## config.mk

```make
export PLATFORM = sky130hd
export DESIGN_NAME = dref_clock_selector
export DESIGN_NICKNAME = d
export VERILOG_FILES = /design/src/rtl/dref_sel_pkg.sv /design/src/rtl/dref_dwell_timer.sv /design/src/rtl/dref_sel_decide.sv /design/src/rtl/dref_clock_selector.sv
export SDC_FILE = /design/constraint.sdc
export NUM_CORES = 1
export LEC_CHECK = 0
export BUFFER_PORTS_ARGS = -buffer_cell sky130_fd_sc_hd__buf_2
export CAP_MARGIN = 20
export CORE_AREA = 4 4 41 43
export CTS_BUF_LIST = sky130_fd_sc_hd__clkbuf_4
export CTS_CLUSTER_SIZE = 14
export DETAILED_ROUTE_END_ITERATION = 6
export DIE_AREA = 0 0 45 47
export GPL_TIMING_DRIVEN = 0
export PLACE_DENSITY = 0.56
export REMOVE_ABC_BUFFERS = 1
export SLEW_MARGIN = 10
export SYNTH_ARGS = -nofsm -noshare
export SYNTH_HDL_FRONTEND = slang
export SYNTH_SLANG_ARGS = --single-unit
```

## constraint.sdc

```tcl
create_clock -name clk -period 2.15 [get_ports clk]
set_input_delay 0.1075 -clock clk [delete_from_list [all_inputs] [get_ports clk]]
set_output_delay 0.1075 -clock clk [all_outputs]
set_load 0.02 [all_outputs]
```

## src/rtl/dref_sel_pkg.sv

```systemverilog
package dref_sel_pkg;

   typedef enum logic {
      REF_PRI = 1'b0,
      REF_SEC = 1'b1
   } ref_id_t;

   typedef struct packed {
      ref_id_t sel;
      logic    hold;
   } sel_state_t;

   function automatic ref_id_t ref_other(input ref_id_t r);
      return (r == REF_PRI) ? REF_SEC : REF_PRI;
   endfunction

   function automatic logic ref_valid(input ref_id_t r, input logic p_ok, input logic s_ok);
      return (r == REF_PRI) ? p_ok : s_ok;
   endfunction

endpackage

```

## src/rtl/dref_dwell_timer.sv

```systemverilog
module dref_dwell_timer #(
   parameter int unsigned DWELL_TICKS = 10
) (
   input  logic clk,
   input  logic rst,
   input  logic tick,
   input  logic restart,
   output logic done
);
   localparam int unsigned CNT_W = $clog2(DWELL_TICKS + 1);
   localparam logic [CNT_W-1:0] LOAD_VAL = CNT_W'(DWELL_TICKS);

   logic [CNT_W-1:0] cnt_q;

   always_ff @(posedge clk) begin
      if (rst) begin
         cnt_q <= '0;
      end else if (restart) begin
         cnt_q <= LOAD_VAL;
      end else if (tick && (cnt_q != '0)) begin
         cnt_q <= cnt_q - 1'b1;
      end
   end

   assign done = (cnt_q == '0);

endmodule

```

## src/rtl/dref_sel_decide.sv

```systemverilog
module dref_sel_decide
   import dref_sel_pkg::*;
(
   input  sel_state_t cur,
   input  logic       pri_ok,
   input  logic       sec_ok,
   input  ref_id_t    want,
   input  logic       cmd_chg,
   input  logic       dwell_done,
   output sel_state_t nxt,
   output logic       changed
);
   logic cur_ok;
   logic alt_ok;
   logic want_ok;
   logic spare_ok;

   always_comb begin
      cur_ok   = ref_valid(cur.sel, pri_ok, sec_ok);
      alt_ok   = ref_valid(ref_other(cur.sel), pri_ok, sec_ok);
      want_ok  = ref_valid(want, pri_ok, sec_ok);
      spare_ok = ref_valid(ref_other(want), pri_ok, sec_ok);
      nxt      = cur;

      if (!cur.hold && !cur_ok && !alt_ok) begin
         // losing every reference never waits for the dwell timer
         nxt.hold = 1'b1;
      end else if (cmd_chg && want_ok) begin
         nxt.sel  = want;
         nxt.hold = 1'b0;
      end else if (!cmd_chg && dwell_done) begin
         if (cur.hold) begin
            if (want_ok) begin
               nxt.sel  = want;
               nxt.hold = 1'b0;
            end else if (spare_ok) begin
               nxt.sel  = ref_other(want);
               nxt.hold = 1'b0;
            end
         end else if (!cur_ok && alt_ok) begin
            nxt.sel = ref_other(cur.sel);
         end else if (cur_ok && (cur.sel != want) && want_ok) begin
            nxt.sel = want;
         end
      end
   end

   assign changed = (nxt != cur);

endmodule

```

## src/rtl/dref_clock_selector.sv

```systemverilog
module dref_clock_selector
   import dref_sel_pkg::*;
#(
   parameter int unsigned DWELL_TICKS = 10
) (
   input  logic clk,
   input  logic rst,
   input  logic tick,
   input  logic pri_ok,
   input  logic sec_ok,
   input  logic cmd_sec,
   output logic ref_sel,
   output logic holdover,
   output logic switch_pulse
);
   if (DWELL_TICKS < 2) begin : g_bad_dwell
      $error("dref_clock_selector: DWELL_TICKS must be at least 2");
   end

   sel_state_t state_q;
   sel_state_t state_d;
   ref_id_t    want;
   logic       cmd_q;
   logic       cmd_chg;
   logic       changed;
   logic       dwell_done;
   logic       restart;
   logic       pulse_q;

   assign want    = ref_id_t'(cmd_sec);
   assign cmd_chg = (cmd_sec != cmd_q);
   assign restart = cmd_chg | changed;

   dref_sel_decide u_decide (
      .cur       (state_q),
      .pri_ok    (pri_ok),
      .sec_ok    (sec_ok),
      .want      (want),
      .cmd_chg   (cmd_chg),
      .dwell_done(dwell_done),
      .nxt       (state_d),
      .changed   (changed)
   );

   dref_dwell_timer #(.DWELL_TICKS(DWELL_TICKS)) u_dwell (
      .clk    (clk),
      .rst    (rst),
      .tick   (tick),
      .restart(restart),
      .done   (dwell_done)
   );

   always_ff @(posedge clk) begin
      if (rst) begin
         state_q.sel  <= REF_PRI;
         state_q.hold <= 1'b1;
         cmd_q        <= cmd_sec;
         pulse_q      <= 1'b0;
      end else begin
         state_q      <= state_d;
         cmd_q        <= cmd_sec;
         pulse_q      <= changed;
      end
   end

   assign ref_sel      = state_q.sel;
   assign holdover     = state_q.hold;
   assign switch_pulse = pulse_q;

endmodule

```

## Word-level counts from Yosys, hierarchy flattened

Cells that the tools add are included.

- Reduce and logical (&&, ||, !) cells: 16
- Equality and inequality tests: 3
- Add/sub/neg operators: 1
- Bitwise logic cells: 1
- Multiplexer cells: 18

Operator list:

| kind | number |
|---|---|
| $mux W1 | 12 |
| $logic_and A1 B1 Y1 | 8 |
| $mux W2 | 4 |
| $mux W4 | 2 |
| $logic_not A1 Y1 | 4 |
| $logic_not A4 Y1 | 1 |
| $reduce_bool A4 Y1 | 1 |
| $sub A4 B1 Y4 const B | 1 |
| $ne A1 B1 Y1 | 2 |
| $ne A2 B2 Y1 | 1 |
| $reduce_bool A2 Y1 | 1 |
| $reduce_or A2 Y1 | 1 |
| $or A1 B1 Y1 | 1 |

- Logic and storage cells: 45
- Output and inout bits: 3
- Bits in registers: 8
- Bits of input ports: 6

## Depth between registers and ports, before layout

- Word-level depth: 12
- Mapped depth: 8

## Hierarchy

A second synthesis with hierarchy kept.

- Cell total of the unflattened synthesis: 60
- Area total of the unflattened synthesis: 505.5 um2

Modules (own cells, without submodules):

| module | seq. area each (um2) | cells an instance | instances | area each (um2) |
|---|---|---|---|---|
| dref_dwell_timer | 80.1 | 24 | 1 | 216.5 |
| dref_sel_decide | 0.0 | 27 | 1 | 175.2 |
| dref_clock_selector | 80.1 | 9 | 1 | 113.9 |

## Worst setup path before layout

No wires, ideal clock.

- Path kind: register -> register
- Start point: reg u_dwell.cnt_q[0]
- End point: reg u_dwell.cnt_q[0]
- Cell stages (with the launch flop): 9
- Clock period less this slack: 1.713 ns
- Data required time: 2.032 ns
- Path buffers: 1
- Arrival time: 1.595 ns
- Setup time: 0.118 ns
- Setup slack: 0.437 ns
- Cells stage by stage: dfxtp_1 inv_1 ha_1 or3b_1 clkbuf_2 o21ai_0 a41o_1 nor3_2 nor3b_1

- Cells in the longest elaborated chain, start to end: 8

RTL lines:

| item | line | text |
|---|---|---|
| start: declaration | dref_dwell_timer.sv:13 | `logic [CNT_W-1:0] cnt_q;` |
| start signal: assignment | dref_dwell_timer.sv:21 | `cnt_q <= cnt_q - 1'b1;` |
| $logic_not A4 Y1 | dref_dwell_timer.sv:25 | `assign done = (cnt_q == '0);` |
| $logic_and A1 B1 Y1 | dref_sel_decide.sv:31 | `end else if (!cmd_chg && dwell_done) begin` |
| $mux W2 | dref_sel_decide.sv:31 |  |
| $mux W2 | dref_sel_decide.sv:28 | `end else if (cmd_chg && want_ok) begin` |
| $mux W1 | dref_sel_decide.sv:25 | `if (!cur.hold && !cur_ok && !alt_ok) begin` |
| $ne A2 B2 Y1 | dref_sel_decide.sv:48 | `assign changed = (nxt != cur);` |
| $or A1 B1 Y1 | dref_clock_selector.sv:32 | `assign restart = cmd_chg \| changed;` |
| $reduce_or A2 Y1 (no line) | - |  |

Parallel ways exist; a longest one is shown, timed or not.
A chain may end at the register's enable or synchronous reset.

## Worst setup path after layout

- Start point: reg u_dwell.cnt_q[0]
- End point: reg u_dwell.cnt_q[2]

Same word-level chain as after synthesis.

==> results.toml <==
[hold_path]
min-delay-path-class = "in -> reg"
min_to = "cmd_q"
hp-start = "cmd_sec"
hold_depth = 1

[global_routing]
grt.total_usage = 0.116
antenna_found_initial = 0
grt_pass1_vias = 410
grt_start_max_net_pins = 11
grt_pass1_wl_um = 1710
overflow = 0

[synth]
syn_avg_cell_area_um2 = 8.29
syn_area_um2 = 514
synth-seq-cells = 8
yosysSeqAreaShare = 0.311
ys_warn_count = 0
synthCells = 62
post_synth_num_cell_types = 28

[setup_path]
path_class = "reg -> reg"
path_cells = "inv_1 -> ha_1 -> or3b_1 -> o21ai_0 -> a41o_1 -> nor3_2 -> nor3b_1"
worst-path-buf-inv = 1
timing.rr.start = "u_dwell.cnt_q[0]"
path_max_fanout = 7
r2r-end = "u_dwell.cnt_q[2]"
crit_path_top_delay_cell = "or3b_1"
startpoint = "u_dwell.cnt_q[0]"
reg2regPathDepth = 7
end_kind = "flop"
reg2reg_slack_ns = 0.30
cp_slowest_stage_delay_ns = 0.47
startpoint_type = "flop"
arrival_ns = 1.99
critPathRequiredTime_ns = 2.28
crit_family = "simple AND/OR/NAND/NOR gates"
crit_cells = 7

[routing]
dr.pass1.iters = 3
vias = 447
wire_per_inst_um = 11.4
drtIter0Drc = 5
viasPerCell = 5.20
ant_nets = 0
drcViolationCount = 0
wl_um = 983

[power]
p_int_w = 0.000271
peakVddDrop_v = 0.000368
power_frac_seq = 0.442
power.density_nw_per_um2 = 670
clkPwrFrac = 0.290
power_switching_w = 0.000117
power_frac_comb = 0.268
netSwitchingFraction = 0.301
leakage_nw = 0.244
power.total_w = 0.000388

[timing]
post-route-min-period_ns = 1.85
fin_worst_skew_ns = 0.00828
slew_violations = 0
hold_viol_final = 0
tns_ns = 0
worst_pin_slew_ns = 0.338
rsz0062_at_grt = "no"
max_freq_ghz = 0.540
finalSetupViolCount = 0
slew_headroom = 0.772
fin_crit_sh = 0.862

[floorplan]
ios = 9
die-height_um = 47
num_rows = 13
die_area_um2 = 2120
fp.coreArea_um2 = 1300
dieWidth_um = 45
initial_core_util = 0.395

[final_layout]
fin_cells = 86
final_cell_mix = "9 x a21oi_1, 8 x dfxtp_1, 8 x buf_2"
area_delta_synth_final_pct = 12.7
nets = 81
drive_gt1_frac = 0.225
n_antenna_cell = 0
mostFrequentLayoutCell = "a21oi_1"

[clocking]
cts_tree = "yes"
cts_buffer_depth = 2
post_cts_buffers = 0
clk_latency_ns = 0.25
cts_root_buffer = "clkbuf_4"
cts.sinks = 8
htreeDepth = 1
cts_inserted_buffers = 3
clk_pin_slew_ns = 0.06
ctsResizeCount = 0
ctsHoldBuffers = 0

[job]
max_cap_viol_count = 0

[place]
place_inst = 83
port_buffers = 8
dp_hpwl_um = 744
gp_congestion = 0.734

[outcome]
outcome = "completed"
## power by group through the flow
| stage | Combinational (W) | Sequential [W] | Clock (W) |
|---|---|---|---|
| after global routing | 0.000119 | 0.000174 | 0.000125 |
| after global placement | 0.000105 | 0.000175 | 0 |
| after floorplan | 0.0000707 | 0.000179 | 0 |
| after CTS | 0.000106 | 0.000172 | 0.000117 |
| after detailed placement | 0.000105 | 0.000174 | 0 |
| final | 0.000104 | 0.000172 | 0.000113 |
## cell type report
type / instances / area, µm²
fill: 145 / 722
multi-input combinational: 49 / 327
sequential: 8 / 160
timing repair buffer: 8 / 40.0
clock buffer: 3 / 22.5
tap: 15 / 18.8
inverter: 3 / 11.3
## per-layer routing
metal / vias up / GRT usage / routed length, µm
met4: 0 / 0.0877 / 14
met3: 2 / 0.0383 / 61
li1: 244 / - / -
met5: - / 0 / 0
met1: 192 / 0.156 / 529
met2: 9 / 0.150 / 377
## kinds of logic after synthesis
logic type | Yosys count | synth area share
xor+xnor | 3 | 0.0511
fa+ha+maj | 2 | 0.0487
buf+inv | 5 | 0.0535
simple gates | 25 | 0.292
flops | 8 | 0.311
compound gates | 18 | 0.221
mux | 1 | 0.0219
## Yosys cell counts
library cell	instances	area share
nand2_1	3	0.022
buf_6	1	0.022
xor2_1	2	0.034
a21oi_1	9	0.088
xnor2_1	1	0.017
nor3_1	3	0.029
ha_1	2	0.049
o31ai_1	1	0.015
nor4b_1	1	0.017
nor3b_1	2	0.029
o21ai_2	1	0.017
nor3_2	1	0.019
nand2b_1	3	0.037
a41o_1	1	0.019
dfxtp_1	8	0.31
or3b_1	1	0.017
inv_1	3	0.022
o21bai_1	1	0.015
or4b_1	1	0.019
nor2_1	7	0.051
nand4bb_1	1	0.022
a32o_1	1	0.019
clkbuf_2	1	0.0097
or4b_2	1	0.019
a211o_2	1	0.019
nand3_1	1	0.0097
o21ai_0	3	0.029
mux2_2	1	0.022
## worst max-delay path by stage
stage                            end
floorplan           u_dwell.cnt_q[0]
global placement    u_dwell.cnt_q[2]
detailed placement  u_dwell.cnt_q[2]
CTS                 u_dwell.cnt_q[2]
global route        u_dwell.cnt_q[2]
finish              u_dwell.cnt_q[2]
## through the flow
| step | util | hold slack (ns) | area (µm²) | worst slack, ns |
|---|---|---|---|---|
| final | 0.445 | 0.0837 | 579 | 0.297 |
| after global routing | 0.445 | 0.0838 | 579 | 0.159 |
| after CTS | 0.445 | 0.0724 | 579 | 0.281 |
| after detailed placement | 0.428 | 0.344 | 557 | 0.290 |
| after global placement | 0.428 | 0.344 | 557 | 0.309 |
| after floorplan | - | 0.135 | 498 | 0.449 |
## flip-flops by register name (all words and copies together), names as in the netlist
register       flops
cmd_q              1
holdover           1
ref_sel            1
switch_pulse       1
u_dwell.cnt_q      4
Note: power is estimated with default switching activity, not from simulation.
